**src/rtl/gpio_bank_pkg.sv**
```systemverilog
package gpio_bank_pkg;

  localparam int WORD_W = 32;
  localparam int BANK_W = 16;
  localparam int GRP_STRIDE = 16;

  typedef enum logic [3:0] {
    OFS_DIR  = 4'd0,
    OFS_OUT  = 4'd1,
    OFS_SET  = 4'd2,
    OFS_CLR  = 4'd3,
    OFS_IN   = 4'd4,
    OFS_RSET = 4'd5,
    OFS_RCLR = 4'd6,
    OFS_FSET = 4'd7,
    OFS_FCLR = 4'd8,
    OFS_STAT = 4'd9
  } reg_ofs_e;

  // word address of a register inside the group of one bank pair
  function automatic int word_addr(input int pair, input reg_ofs_e ofs);
    return (pair + 1) * GRP_STRIDE + int'(ofs);
  endfunction

  // pins whose enabled transition occurred this cycle
  function automatic logic [WORD_W-1:0] edge_hits(input logic [WORD_W-1:0] cur,
                                                  input logic [WORD_W-1:0] prev,
                                                  input logic [WORD_W-1:0] ren,
                                                  input logic [WORD_W-1:0] fen);
    return (cur & ~prev & ren) | (~cur & prev & fen);
  endfunction

  // write-one-to-clear with new events winning
  function automatic logic [WORD_W-1:0] next_status(input logic [WORD_W-1:0] stat,
                                                    input logic [WORD_W-1:0] clr,
                                                    input logic [WORD_W-1:0] hit);
    return (stat & ~clr) | hit;
  endfunction

  // apply set-only or clear-only masks
  function automatic logic [WORD_W-1:0] apply_masks(input logic [WORD_W-1:0] val,
                                                    input logic [WORD_W-1:0] set_m,
                                                    input logic [WORD_W-1:0] clr_m);
    return (val | set_m) & ~clr_m;
  endfunction

endpackage

```
**src/rtl/gpio_in_sync.sv**
```systemverilog
module gpio_in_sync #(
  parameter int WIDTH  = 32,
  parameter int STAGES = 2
) (
  input  logic             clk,
  input  logic             rst_n,
  input  logic             sw_rst,
  input  logic [WIDTH-1:0] d,
  output logic [WIDTH-1:0] q
);

  logic [STAGES-1:0][WIDTH-1:0] stg;

  always_ff @(posedge clk or negedge rst_n) begin
    if (!rst_n) begin
      stg <= '0;
    end else if (sw_rst) begin
      stg <= '0;
    end else begin
      stg[0] <= d;
      for (int i = 1; i < STAGES; i++) stg[i] <= stg[i-1];
    end
  end

  assign q = stg[STAGES-1];

endmodule

```
**src/rtl/gpio_pair_regs.sv**
```systemverilog
module gpio_pair_regs
  import gpio_bank_pkg::*;
#(
  parameter int ADDR_W   = 8,
  parameter int PAIR_IDX = 0
) (
  input  logic              clk,
  input  logic              rst_n,
  input  logic              sw_rst,
  input  logic              bus_we,
  input  logic [ADDR_W-1:0] bus_addr,
  input  logic [WORD_W-1:0] bus_wdata,
  input  logic [WORD_W-1:0] sync_in,
  output logic [WORD_W-1:0] dir_q,
  output logic [WORD_W-1:0] out_q,
  output logic [WORD_W-1:0] stat_q,
  output logic [WORD_W-1:0] hit,
  output logic [WORD_W-1:0] rdata
);

  logic [WORD_W-1:0] prev_q, ren_q, fen_q;

  function automatic logic at(input logic [ADDR_W-1:0] a, input reg_ofs_e o);
    return a == ADDR_W'(word_addr(PAIR_IDX, o));
  endfunction

  logic wr_dir, wr_out, wr_set, wr_clr, wr_rset, wr_rclr, wr_fset, wr_fclr, wr_stat;
  assign wr_dir  = bus_we && at(bus_addr, OFS_DIR);
  assign wr_out  = bus_we && at(bus_addr, OFS_OUT);
  assign wr_set  = bus_we && at(bus_addr, OFS_SET);
  assign wr_clr  = bus_we && at(bus_addr, OFS_CLR);
  assign wr_rset = bus_we && at(bus_addr, OFS_RSET);
  assign wr_rclr = bus_we && at(bus_addr, OFS_RCLR);
  assign wr_fset = bus_we && at(bus_addr, OFS_FSET);
  assign wr_fclr = bus_we && at(bus_addr, OFS_FCLR);
  assign wr_stat = bus_we && at(bus_addr, OFS_STAT);

  assign hit = edge_hits(sync_in, prev_q, ren_q, fen_q);

  always_ff @(posedge clk or negedge rst_n) begin
    if (!rst_n) begin
      prev_q <= '0;
      dir_q  <= '0;
      out_q  <= '0;
      ren_q  <= '0;
      fen_q  <= '0;
      stat_q <= '0;
    end else if (sw_rst) begin
      prev_q <= '0;
      dir_q  <= '0;
      out_q  <= '0;
      ren_q  <= '0;
      fen_q  <= '0;
      stat_q <= '0;
    end else begin
      prev_q <= sync_in;
      if (wr_dir) dir_q <= bus_wdata;
      if (wr_out) out_q <= bus_wdata;
      else        out_q <= apply_masks(out_q, wr_set ? bus_wdata : '0,
                                       wr_clr ? bus_wdata : '0);
      ren_q  <= apply_masks(ren_q, wr_rset ? bus_wdata : '0, wr_rclr ? bus_wdata : '0);
      fen_q  <= apply_masks(fen_q, wr_fset ? bus_wdata : '0, wr_fclr ? bus_wdata : '0);
      stat_q <= next_status(stat_q, wr_stat ? bus_wdata : '0, hit);
    end
  end

  always_comb begin
    rdata = '0;
    if (at(bus_addr, OFS_DIR))                                 rdata = dir_q;
    if (at(bus_addr, OFS_OUT) || at(bus_addr, OFS_SET) ||
        at(bus_addr, OFS_CLR))                                 rdata = out_q;
    if (at(bus_addr, OFS_IN))                                  rdata = sync_in;
    if (at(bus_addr, OFS_RSET) || at(bus_addr, OFS_RCLR))      rdata = ren_q;
    if (at(bus_addr, OFS_FSET) || at(bus_addr, OFS_FCLR))      rdata = fen_q;
    if (at(bus_addr, OFS_STAT))                                rdata = stat_q;
  end

endmodule

```
**src/rtl/gpio_bank_ctrl.sv**
```systemverilog
module gpio_bank_ctrl
  import gpio_bank_pkg::*;
#(
  parameter int NUM_BANKS   = 4,
  parameter int ADDR_W      = 8,
  parameter int SYNC_STAGES = 2
) (
  input  logic                        clk,
  input  logic                        rst_n,
  input  logic                        sw_rst,
  input  logic                        bus_we,
  input  logic [ADDR_W-1:0]           bus_addr,
  input  logic [WORD_W-1:0]           bus_wdata,
  output logic [WORD_W-1:0]           bus_rdata,
  input  logic [NUM_BANKS*BANK_W-1:0] pin_in,
  output logic [NUM_BANKS*BANK_W-1:0] pin_out,
  output logic [NUM_BANKS*BANK_W-1:0] pin_oe,
  output logic [NUM_BANKS-1:0]        bank_irq
);

  localparam int NPIN  = NUM_BANKS * BANK_W;
  localparam int NPAIR = NUM_BANKS / 2;

  // named internal events for the checker
  logic [NPIN-1:0]      sync_all;
  logic [NPIN-1:0]      evt_all;
  logic [NPIN-1:0]      stat_all;
  logic [NUM_BANKS-1:0] bank_en_q;
  logic [WORD_W-1:0]    rd_pair [NPAIR];

  gpio_in_sync #(.WIDTH(NPIN), .STAGES(SYNC_STAGES)) sync_i (
    .clk(clk), .rst_n(rst_n), .sw_rst(sw_rst), .d(pin_in), .q(sync_all)
  );

  for (genvar p = 0; p < NPAIR; p++) begin : g_pair
    gpio_pair_regs #(.ADDR_W(ADDR_W), .PAIR_IDX(p)) regs_i (
      .clk      (clk),
      .rst_n    (rst_n),
      .sw_rst   (sw_rst),
      .bus_we   (bus_we),
      .bus_addr (bus_addr),
      .bus_wdata(bus_wdata),
      .sync_in  (sync_all[p*WORD_W +: WORD_W]),
      .dir_q    (pin_oe[p*WORD_W +: WORD_W]),
      .out_q    (pin_out[p*WORD_W +: WORD_W]),
      .stat_q   (stat_all[p*WORD_W +: WORD_W]),
      .hit      (evt_all[p*WORD_W +: WORD_W]),
      .rdata    (rd_pair[p])
    );
  end

  always_ff @(posedge clk or negedge rst_n) begin
    if (!rst_n)                      bank_en_q <= '0;
    else if (sw_rst)                 bank_en_q <= '0;
    else if (bus_we && bus_addr == '0) bank_en_q <= bus_wdata[NUM_BANKS-1:0];
  end

  for (genvar b = 0; b < NUM_BANKS; b++) begin : g_irq
    assign bank_irq[b] = bank_en_q[b] & (|stat_all[b*BANK_W +: BANK_W]);
  end

  always_comb begin
    bus_rdata = '0;
    if (bus_addr == '0) bus_rdata[NUM_BANKS-1:0] = bank_en_q;
    for (int p = 0; p < NPAIR; p++) bus_rdata = bus_rdata | rd_pair[p];
  end

endmodule

```
**config.mk**
```make
export PLATFORM = sky130hd
export DESIGN_NAME = gpio_bank_ctrl
export DESIGN_NICKNAME = d
export VERILOG_FILES = /design/src/rtl/gpio_bank_pkg.sv /design/src/rtl/gpio_in_sync.sv /design/src/rtl/gpio_pair_regs.sv /design/src/rtl/gpio_bank_ctrl.sv
export SDC_FILE = /design/constraint.sdc
export NUM_CORES = 1
export LEC_CHECK = 0
export ABC_AREA = 0
export CAP_MARGIN = 0
export CORE_MARGIN = 1.5
export CORE_UTILIZATION = 35
export CTS_BUF_LIST = sky130_fd_sc_hd__clkbuf_2
export CTS_CLUSTER_SIZE = 20
export DETAILED_ROUTE_END_ITERATION = 7
export PLACE_DENSITY = 0.51
export SLEW_MARGIN = 40
export SYNTH_ARGS = -nofsm -noshare
export SYNTH_HDL_FRONTEND = slang
export SYNTH_HIERARCHICAL = 1
export SYNTH_SLANG_ARGS = --single-unit
```
**constraint.sdc**
```tcl
create_clock -name clk -period 5.2 [get_ports clk]
set_clock_uncertainty 0.1 [all_clocks]
set_input_delay 1.3 -clock clk [delete_from_list [all_inputs] [get_ports clk]]
set_output_delay 1.3 -clock clk [all_outputs]
set_load 0.02 [all_outputs]
```
After elaboration in Yosys (flattened, before gate mapping)

Index checks and enable logic that the tools add are counted.

Add/sub/neg operators: 0
Multipliers: 0
Divide/modulo/power cells: 0
$lt $le $gt $ge: 0
Equal/unequal tests: 20
Shift operators: 0
Multiplexer cells: 46
Bitwise logic cells: 44
Reductions and logical operators: 35

Operators by type and width:

| kind                                          | count |
|---|---|
| two-way mux 32 bit                            | 42 |
| AND 32 bit                                    | 16 |
| NOT 32 bit                                    | 12 |
| bitwise OR 32 bit                             | 11 |
| two-way mux 128 bit                           | 1 |
| == test 8 x 5 -> 1 bit, second input constant | 10 |
| == test 8 x 6 -> 1 bit, second input constant | 10 |
| OR reduction 16 bit                           | 4 |
| bitwise OR 4 x 32 -> 32 bit                   | 1 |
| logical AND 1 bit                             | 19 |
| two-way mux 4 bit                             | 3 |
| zero test 8 bit                               | 1 |
| logical OR 1 bit                              | 8 |
| nonzero test 2 bit                            | 3 |
| AND 1 bit                                     | 4 |

Flip-flop bits (word level): 516
Bits in latches: 0
Bits in writable memories: 0
Bits in read-only memories: 0
Input bits: 108
Output and inout bits: 164
Logic and storage cells: 160
Memories kept: 0

Longest topological paths before layout

Gate-level depths: netlist of the first run.

Depth in word-level cells: 10
Gate-level depth with buffers: 8
Depth with buffers taken out: 5

Cells and area by module

The synthesis of the first run kept the hierarchy.

Modules (own cells, without submodules):

| module                             | instances | cells an instance | area an instance (µm²) |
|---|---|---|---|
| gpio_pair_regs at g_pair[0].regs_i | 1         | 1230              | 10996.8 |
| gpio_pair_regs at g_pair[1].regs_i | 1         | 1231              | 10984.3 |
| gpio_in_sync                       | 1         | 334               | 4585.6 |
| gpio_bank_ctrl                     | 1         | 77                | 593.1 |

Least setup slack after synthesis of the first run

No wires, ideal clock.

Path type: input to output
Start point: in bus_addr[5]
End point: out bus_rdata[21]
Data arrival time: 2.981 ns
Data required time: 3.800 ns
Setup slack: 0.819 ns
Stages: 6
Path buffers: 2
Path through: or4b_1 buf_6 a21oi_1 clkbuf_1 a221oi_1 or2_2

RTL lines:

| what        | line                 | text |
|---|---|---|
| from (decl) | gpio_bank_ctrl.sv:12 | `input logic [ADDR_W-1:0] bus_addr,` |
| to (decl)   | gpio_bank_ctrl.sv:14 | `output logic [WORD_W-1:0] bus_rdata,` |

==> key figures, run 1 <==
Synthesis
  • Synth Warn #: 6
  • Avg Cell Area, Syn: around 9.5 um^2
  • Post-Syn Instances: between 2,000 and 3,000
  • Sequential-to-total area share from yosys stat: 47.54%
  • Async SR Flop Fraction: 100.0%
  • EDFF count, synth: 0
  • Synthesized flop and latch total: slightly above 500
  • Synthesized cell area: about 27,000 um^2
  • Yosys cell types: 48
  • Primary FF master, synth: dfrtp_1
  • Syn_nets: 2,980

Die
  • Die X-Extent: roughly 280 um
  • Die height: between 200 and 300 um
  • Die ar.: approximately 79,000 um^2
  • IO Pins: ~270
  • Starting Density: between 30 and 40%
  • Rows: about 100
  • Core ar.: between 70,000 and 80,000 um^2

Place
  • Placer Congestion: about 0.9
  • Placed cell areas: 30,940 um^2
  • Pre-CTS setup slack: -0.2232 ns
  • Placed Cells: 3,973
  • Buffers on Ports: 271
  • Hpwl dp: a little under 70,000 um

Detailed routing
  • DR vias: approximately 24,000
  • Vias per cell: approximately 5.7
  • Final wirelength: about 100,000 um
  • Antenna-violating nets left: 0
  • Initial DRC count: 2,024
  • Drt first pass iters: 6
  • Wire per inst: roughly 24 um
  • DRC viols: 0

Power
  • Power per cell area: around 250 nW/um^2
  • Leakage: approximately 13 nW
  • Final Power: between 8 and 9 mW
  • Peak VDD IR: about 0.00017 V

Timing
  • Total Neg Setup Slack: 0 ns
  • Max Fclk: just under 0.2 GHz
  • Max_slew headroom: 37.25%
  • Worst setup margin: about 0.019 ns
  • Min Tclk post-route: slightly above 5 ns
  • Worst slew pin tran: between 0.9 and 1 ns
  • Hold Slack: 0.2771 ns
  • Final setup vio count: 0
  • Fin. max-slew vios: 0
  • Final worst path period share: between 90% and 100%
  • Final Hold Viols: 0

Setup path
  • Worst Path Required: 3.80 ns
  • Crit-path max FO: 12
  • Worst-path cell chain: clkdlybuf4s50_1 -> buf_4 -> or4b_4 -> a21oi_4 -> buf_6 -> buf_12 -> buf_4 -> a221oi_2 -> or2_2 -> buf_4
  • Largest stage delay, worst path: between 0.5 and 0.6 ns
  • Setup crit start kind: input port
  • Most frequent CP cell: buf_4
  • Slowest cell on crit path: or4b_4
  • Crit Path Category: input port to primary output
  • Arr. time, crit path: 3.78 ns
  • CP endpoint kind: primary output

Final layout
  • Final core occ: a little over two fifths
  • Final non-filler cell total: 4,242
  • Share of post-route cells with drive strength above 1: between 15 and 20%
  • Nets: between 3,000 and 4,000
  • Commonest non-fill, non-tap cell in the layout: dfrtp_1
  • Synth-to-Final Area Change: 19.26%
  • Most frequent cells in the layout: 516 x dfrtp_1, 318 x a21oi_1, 305 x nand2_1
  • Post-route cell area: 32,390 um^2

Clocking
  • Clock Tree Buf Depth: 3
  • Number of clock sinks: approximately 520
  • Inserted Clock Buffers: 150
  • Htree depth: 4
  • Clock Tree Root: clkbuf_2
  • CTS tree: yes
  • Clock Latency Late Sink: between 1 and 1.5 ns
  • Clk slew on worst S/H paths: 0.10 ns

Global routing
  • GRT Util Overall: roughly 26%
  • GR Overflow Total: 0
  • Vias in the first global route: ~24,000
  • Largest net degree at the start of global routing: about 110
  • First-pass GRT wire length: approximately 160,000 um
  • Initial antenna violation count: 3

Worst hold path
  • Hold Crit Class: input port to asynchronous set/reset pin

Job
  • MaxCap Viol Count: 0

Status
  • Status: complete, no violations
==> cell type report <==
class	count	area, um^2
Antenna cell	4	10.01
Clock buffer	205	1026
Multi-Input combinational cell	1917	12330
Timing Repair Buffer	440	4203
Inverter	75	281.5
Fill cell	7675	43940
Sequential cell	516	12910
Tap cell	1030	1289
Clock inverter	55	334.1
==> synthesized netlist by cell type, types with 6 or more instances <==
master,n,area share [%]
dfrtp_1,516,48
buf_1,20,0.28
a211oi_2,120,5.5
a221oi_1,62,2.0
nand2b_1,12,0.28
o22ai_1,46,1.1
a21oi_1,322,5.9
buf_2,54,1.0
buf_6,17,0.70
buf_4,74,2.0
a211oi_1,12,0.33
nor2b_1,259,6.0
inv_1,74,1.0
nor4_4,6,0.47
nand3b_1,19,0.53
o21ai_0,208,3.8
nand2_1,305,4.2
maj3_1,64,2.4
o211ai_1,64,1.8
nand4_1,64,1.5
or2_2,30,0.69
a22o_1,64,2.1
a221o_1,64,2.4
nor2_1,136,1.9
clkbuf_1,199,2.8
nor4_1,16,0.37
==> power breakdown <==
group | switching, mW | internal [mW] | total [mW]
clock | 1.92 | 1.23 | 3.16
combinational | 0.566 | 0.266 | 0.832
sequential | 0.0487 | 4.07 | 4.12
==> what timing repair did <==
item / in CTS / in global routing
gates cloned: 0 / 1
gates resized for setup: 30 / 20
setup buffers: 0 / 2
hold buffers: 1 / 0
hold endpoints to repair: 79 / 0
setup endpoints to repair: 31 / 19
==> worst paths after layout <==
check,to,start,slack [ns],depth (start not counted)
worst max register to register,g_pair[0].regs_i/stat_q[6],sync_i/q[6],4.03,4
max in group asynchronous,g_pair[0].regs_i/dir_q[2],rst_n,3.47,4
worst max-delay path,bus_rdata[15],bus_addr[7],0.02,10
worst min-delay path,sync_i/q[38],rst_n,0.28,2
worst min register to register,sync_i/q[56],sync_i/stg[56],0.36,1
min in group clk,sync_i/stg[36],sw_rst,0.28,2
==> critical path: cells and delay by family <==
kind | cells | cell delay, ns
and+or+nand+nor | 2 | 0.91
buffers and inverters | 6 | 1.26
AOI/OAI and AO/OA | 2 | 0.28
==> per-layer routing <==
metal	up-vias	wire, um	track usage [%]
met5	-	0	0
met4	0	2860	9.622
met3	170	7630	5.718
met2	1056	45320	38.69
met1	12180	47290	36.66
li1	10700	-	-
==> logic make-up (layout without fill, tap and decap cells) <==
group / count (synthesis) / in the layout / synth area share, %
DFF: 516 / 516 / 47.54
other: 0 / 4 / 0
and+or+nand+nor: 873 / 873 / 16.81
buffers and inverters: 439 / 775 / 7.809
adders and majority gates: 64 / 64 / 2.359
AOI/OAI and AO/OA: 976 / 976 / 25.33
muxes: 4 / 4 / 0.1474
==> flip-flops by register name, indices dropped and copies added, names as in the netlist <==
signal,cells
bank_en_q,4
g_pair.regs_i/dir_q,64
g_pair.regs_i/fen_q,64
g_pair.regs_i/out_q,64
g_pair.regs_i/prev_q,64
g_pair.regs_i/ren_q,64
g_pair.regs_i/stat_q,64
sync_i/q,64
sync_i/stg,64
Note: power is estimated with default switching activity, not from simulation.
==> run 2: changes to the inputs <==
- CORE_UTILIZATION: 35 -> 50
- PLACE_DENSITY: 0.51 -> 0.69
==> key figures, run 2 (synthesis gave the netlist of run 1 again) <==
Place
  • Hpwl dp: 61,660 um (-11%)
  • Pre-CTS setup slack: -0.1997 ns (+0.02353 ns)
  • Placer Congestion: 0.9533 (+2.8%)
  • Buffers on Ports: 271 (unchanged)

Setup path
  • Worst Path Required: 3.80 ns (about the same)
  • Crit Path Category: input port to primary output
  • Worst path buffer plus inverter count: 4 (-2)
  • Largest delay share family, worst path: buffers and inverters
  • Crit-path max FO: 12 (unchanged)
  • Setup crit start kind: input port
  • Worst-path cell chain: clkdlybuf4s50_1 -> or4b_4 -> a21oi_4 -> buf_12 -> clkbuf_16 -> a221oi_1 -> or2_2 -> dlygate4sd2_1
  • CP endpoint kind: primary output
  • Slowest cell on crit path: or4b_4
  • Arr. time, crit path: 3.77 ns (about the same)
  • Largest stage delay, worst path: 0.60 ns (+0.05 ns)

Power
  • Leakage: 12.79 nW (-0.24%)
  • Peak VDD IR: 0.0001872 V (+7.7%)
  • Power per cell area: 253.0 nW/um^2 (+1.1%)

Status
  • Status: complete, no violations

Final layout
  • Synth-to-Final Area Change: 17.22%
  • Share of post-route cells with drive strength above 1: 18.78% (-0.76 points)
  • Nets: 3,175 (-1.0%)
  • Register area: 12,910 um^2 (unchanged)
  • Filler instances: 4,636 (-40%)
  • Most frequent cells in the layout: 516 x dfrtp_1, 318 x a21oi_1, 305 x nand2_1
  • Commonest non-fill, non-tap cell in the layout: dfrtp_1
  • Multi-input logic area: 12,310 um^2 (-0.21%)

Detailed routing
  • Final wirelength: 93,970 um (-8.9%)
  • Drt first pass iters: 6 (unchanged)
  • Initial DRC count: 3,079 (+52%)
  • DRC viols: 0 (unchanged)
  • Vias per cell: 6.287 (+11%)
  • Wire per inst: 24.27 um (-0.14%)
  • Antenna-violating nets left: 0 (unchanged)
  • DR vias: 24,340 (+1.0%)

Job
  • MaxCap Viol Count: 0 (unchanged)

Die
  • IO Pins: 272 (unchanged)
  • Rows: 85 (-16%)
  • Starting Density: 50.57% (+15 points)
  • Die height: 236.1 um (-16%)
  • Die ar.: 55,730 um^2 (-30%)
  • Die X-Extent: 236.1 um (-16%)
  • Core ar.: 53,710 um^2 (-30%)

Timing
  • Max Fclk: 0.1932 GHz (+0.13%)
  • Max_slew headroom: 38.12% (+0.87 points)
  • RSZ-0062 raised after global routing: false
  • Worst slew pin tran: 0.9282 ns (-0.01303 ns)
  • Fin. max-slew vios: 0 (unchanged)
  • Worst setup margin: 0.02517 ns (+0.006661 ns)
  • Final Hold Viols: 0 (unchanged)
  • Min Tclk post-route: 5.175 ns (-0.006661 ns)
  • Final worst path period share: 99.52% (-0.13 points)
  • Total Neg Setup Slack: 0 ns (unchanged)
  • Final setup vio count: 0 (unchanged)

Global routing
  • Vias in the first global route: 23,660 (-1.8%)
  • GRT Util Overall: 33.58% (+7.7 points)
  • First-pass GRT wire length: 144,100 um (-7.1%)
  • GR Overflow Total: 0 (unchanged)
  • Largest net degree at the start of global routing: 132 (+22%)
  • Initial antenna violation count: 2 (-1)

Clocking
  • CTS tree: yes
  • Htree depth: 4 (unchanged)
  • Clk slew on worst S/H paths: 0.12 ns (+0.02 ns)
  • Inserted Clock Buffers: 141 (-6.0%)
  • Number of clock sinks: 516 (unchanged)
  • Clock Tree Buf Depth: 3 (unchanged)
  • Clock Latency Late Sink: 1.35 ns (-0.05 ns)
  • Clock Tree Root: clkbuf_2

Worst hold path
  • Hold Crit Class: input port to register
run 2: changes by cell type in the layout (fill, tap and decap cells not counted), sizes merged, moves of 4 or more:
cell         delta
buf            -28
clkinv         -15
dlygate4sd2     +7
clkbuf          +4
clkinvlp        -4
run 2: report_power, final:
part	internal, mW	leakage [nW]	switching, mW
sequential	4.07	7.09	0.0488
combinational	0.260	4.68	0.556
clock	1.32	1.01	1.80
run 2: final timing paths:
check,start,slack [ns],cells after the start,to
min in group asynchronous,rst_n,0.45,2,g_pair[1].regs_i/prev_q[10]
min,bus_wdata[21],0.35,3,g_pair[1].regs_i/out_q[21]
max,bus_addr[4],0.03,8,bus_rdata[9]
max in group asynchronous,rst_n,3.43,3,sync_i/stg[23]
max reg2reg,sync_i/q[38],4.05,4,g_pair[1].regs_i/stat_q[6]
min reg2reg,sync_i/stg[11],0.36,1,sync_i/q[11]
run 2: per-stage QoR:
step                utilization [%]  power, mW  std cells  hold WS (ns)  cell area, um^2
global route                  59.27      8.405       3871        0.2799            31830
finish                        59.28      8.055       3872        0.3482            31840
detailed placement            56.70      4.998       3616        0.3489            30450
CTS                           59.19      8.110       3866        0.2141            31790
floorplan                         -      4.602       2872        0.3385            27160
global placement              56.89      4.996       3616        0.3408            30550
run 2: worst reg2reg max path: stages, from the launching register on:
cell and delay, ns:
dfrtp_1 0.44, nand3b_1 0.13, o21ai_0 0.12, a21oi_1 0.14, nor2_1 0.06
run 2: what timing repair did:
action / 4_1_cts / 5_1_grt
endpoints found under the hold margin: 66 / 0
resized for setup: 36 / 11
hold buffers: 1 / 0
buffers inserted: 0 / 1
endpoints found under the setup margin: 31 / 12
gates cloned: 0 / 1
run 2: cell type report:
class,count,area share (%)
Inverter,75,0.8843
Clock buffer,210,3.301
Timing Repair Buffer,416,12.93
Tap cell,696,2.735
Clock inverter,39,0.9039
Multi-Input combinational cell,1917,38.66
Antenna cell,3,0.02358
Sequential cell,516,40.56
run 2: routing by layer:
metal | wire, um | global-route usage, % | up-vias
li1 | - | - | 10650
met1 | 40770 | 48.33 | 12100
met2 | 41280 | 48.54 | 1396
met3 | 8938 | 8.110 | 199
met4 | 2983 | 13.63 | 0
met5 | 0 | 0 | -
==> run 3: changes to the inputs <==
- CORE_ASPECT_RATIO: unset -> 1.4
==> key figures, run 3 (synthesis gave the netlist of run 1 again) <==
Status
  • Status: complete, no violations

Clocking
  • Htree depth: 4 (unchanged)
  • Number of clock sinks: 516 (unchanged)
  • Clock Tree Buf Depth: 3 (unchanged)
  • Inserted Clock Buffers: 132 (-6.4%)
  • CTS tree: yes
  • Clock Tree Root: clkbuf_2
  • Clk slew on worst S/H paths: 0.10 ns (-0.02 ns)
  • Clock Latency Late Sink: 1.20 ns (-0.15 ns)

Global routing
  • First-pass GRT wire length: 145,800 um (+1.2%)
  • Vias in the first global route: 24,130 (+2.0%)
  • GR Overflow Total: 0 (unchanged)
  • GRT Util Overall: 34.44% (+0.85 points)
  • Initial antenna violation count: 1 (-1)
  • Largest net degree at the start of global routing: 112 (-15%)

Power
  • Leakage: 12.62 nW (-1.3%)
  • Peak VDD IR: 0.0001726 V (-7.8%)
  • Power per cell area: 245.4 nW/um^2 (-3.0%)
  • Final Power: 7.736 mW (-4.0%)

Setup path
  • CP endpoint kind: primary output
  • Worst Path Required: 3.80 ns (about the same)
  • Setup crit start kind: input port
  • Largest stage delay, worst path: 0.48 ns (-0.12 ns)
  • Arr. time, crit path: 3.76 ns (about the same)
  • R2R Path End: g_pair[0].regs_i/out_q[19]
  • Worst Setup SP: bus_addr[7]
  • Critical Path Sink: bus_rdata[22]
  • Flop2flop setup slack: 4.04 ns (about the same)
  • Reg2reg start: g_pair[0].regs_i/out_q[19]
  • R2R cell count: 3 (-1)
  • Slowest cell on crit path: clkdlybuf4s50_1
  • Worst-path cell chain: clkdlybuf4s50_1 -> buf_4 -> nor4b_4 -> buf_12 -> o21ai_0 -> a221oi_1 -> or2_2 -> dlygate4sd2_1
  • Crit Path Category: input port to primary output
  • Crit-path max FO: 36 (+24)

Timing
  • Worst slew pin tran: 0.7914 ns (-0.1368 ns)
  • Fin. max-slew vios: 0 (unchanged)
  • Max_slew headroom: 46.75% (+8.6 points)
  • Final worst path period share: 99.18% (-0.33 points)
  • RSZ-0062 raised after global routing: false
  • Worst setup margin: 0.04247 ns (+0.01731 ns)
  • Final Hold Viols: 0 (unchanged)
  • Final setup vio count: 0 (unchanged)
  • Max Fclk: 0.1939 GHz (+0.34%)
  • Min Tclk post-route: 5.158 ns (-0.01731 ns)

Detailed routing
  • Wire per inst: 24.67 um (+1.6%)
  • DRC viols: 0 (unchanged)
  • Initial DRC count: 2,180 (-29%)
  • Final wirelength: 95,360 um (+1.5%)
  • Drt first pass iters: 7 (+1)
  • DR vias: 24,210 (-0.56%)
  • Vias per cell: 6.262 (-0.40%)
  • Antenna-violating nets left: 0 (unchanged)

Final layout
  • Filler instances: 4,675 (+0.84%)
  • Commonest non-fill, non-tap cell in the layout: dfrtp_1
  • Multi-input logic area: 12,310 um^2 (about the same)
  • Nets: 3,170 (-0.16%)
  • Share of post-route cells with drive strength above 1: 18.70% (-0.085 points)
  • Final core occ: 59.01% (-0.26 points)
  • Register area: 12,910 um^2 (unchanged)
  • Most frequent cells in the layout: 516 x dfrtp_1, 318 x a21oi_1, 305 x nand2_1
  • Post-route cell area: 31,530 um^2 (-0.96%)
  • Synth-to-Final Area Change: 16.09%

Place
  • Hpwl dp: 63,130 um (+2.4%)
  • Placed cell areas: 30,430 um^2 (about the same)
  • Placer Congestion: 0.9464 (-0.72%)
  • Buffers on Ports: 271 (unchanged)
  • Pre-CTS setup slack: -0.2046 ns (-0.004854 ns)

Die
  • Core ar.: 53,430 um^2 (-0.52%)
  • Die height: 278.8 um (+18%)
  • Starting Density: 50.84% (+0.27 points)
  • Die X-Extent: 200.0 um (-15%)
  • IO Pins: 272 (unchanged)
  • Rows: 100 (+18%)
  • Die ar.: 55,750 um^2 (about the same)

Worst hold path
  • Hold Crit Class: register to register

Job
  • MaxCap Viol Count: 0 (unchanged)
==> run 3: cell count changes in the layout (fill, tap and decap cells not counted), sizes merged <==
cell,before,now
clkbuf,211,199
dlygate4sd2,26,16
buf,182,187
clkdlybuf4s15,5,1
bufinv,5,3
clkdlybuf4s50,199,200
clkinv,28,27
clkinvlp,2,1
diode,3,2
inv,79,80
==> run 3: worst max-delay path, delay by kind of cell <==
| family | cells | cell delay [ns] |
|---|---|---|
| buffers and inverters | 4 | 1.25 |
| and+or+nand+nor | 2 | 0.54 |
| AOI/OAI and AO/OA | 2 | 0.63 |
==> run 3: metal layers <==
| layer | vias up | track usage (%) | wire [um] |
|---|---|---|---|
| li1 | 10620 | - | - |
| met1 | 12060 | 45.51 | 38110 |
| met2 | 1278 | 53.53 | 44770 |
| met3 | 245 | 6.849 | 8083 |
| met4 | 0 | 17.66 | 4397 |
| met5 | - | 0 | 0 |
==> run 3: power by group <==
group | leakage [nW] | switching (mW) | internal [mW]
combinational | 4.64 | 0.555 | 0.254
clock | 0.891 | 1.71 | 1.10
sequential | 7.09 | 0.0481 | 4.07
==> run 3: worst min path at each step <==
stage	start	endpoint	cells after the start
after detailed placement	sync_i/stg[18]	sync_i/q[18]	1
final	sync_i/stg[32]	sync_i/q[32]	1
after global routing	sync_i/stg[31]	sync_i/q[31]	1
after CTS	rst_n	sync_i/q[39]	1
after global placement	sync_i/stg[58]	sync_i/q[58]	1
after floorplan	sync_i/stg[0]	sync_i/q[0]	1
==> run 3: final cells by class <==
cell class	instances	share of cell area, %
flip-flops and latches	516	40.95
multi-input cells	1917	39.05
repair buffers	420	12.60
clock buffers	186	2.952
well taps	714	2.833
inverters	75	0.8929
clock inverters	36	0.7064
diodes	2	0.01587
==> run 3: stage by stage <==
step	std cells	hold slack (ns)	setup TNS, ns
after floorplan	2872	0.3385	0
after global placement	3639	0.3414	-3.440
after detailed placement	3639	0.3488	-4.422
after CTS	3861	0.008366	0
after global routing	3865	0.3324	0
final	3866	0.3325	0
==> run 3: repair_timing <==
item                       4_1_cts  5_1_grt
setup buffers                    0        1
pin swaps                        0        0
hold buffers                     0        1
resized for setup               32       33
hold endpoints to repair         0       27
setup endpoints to repair       30       24
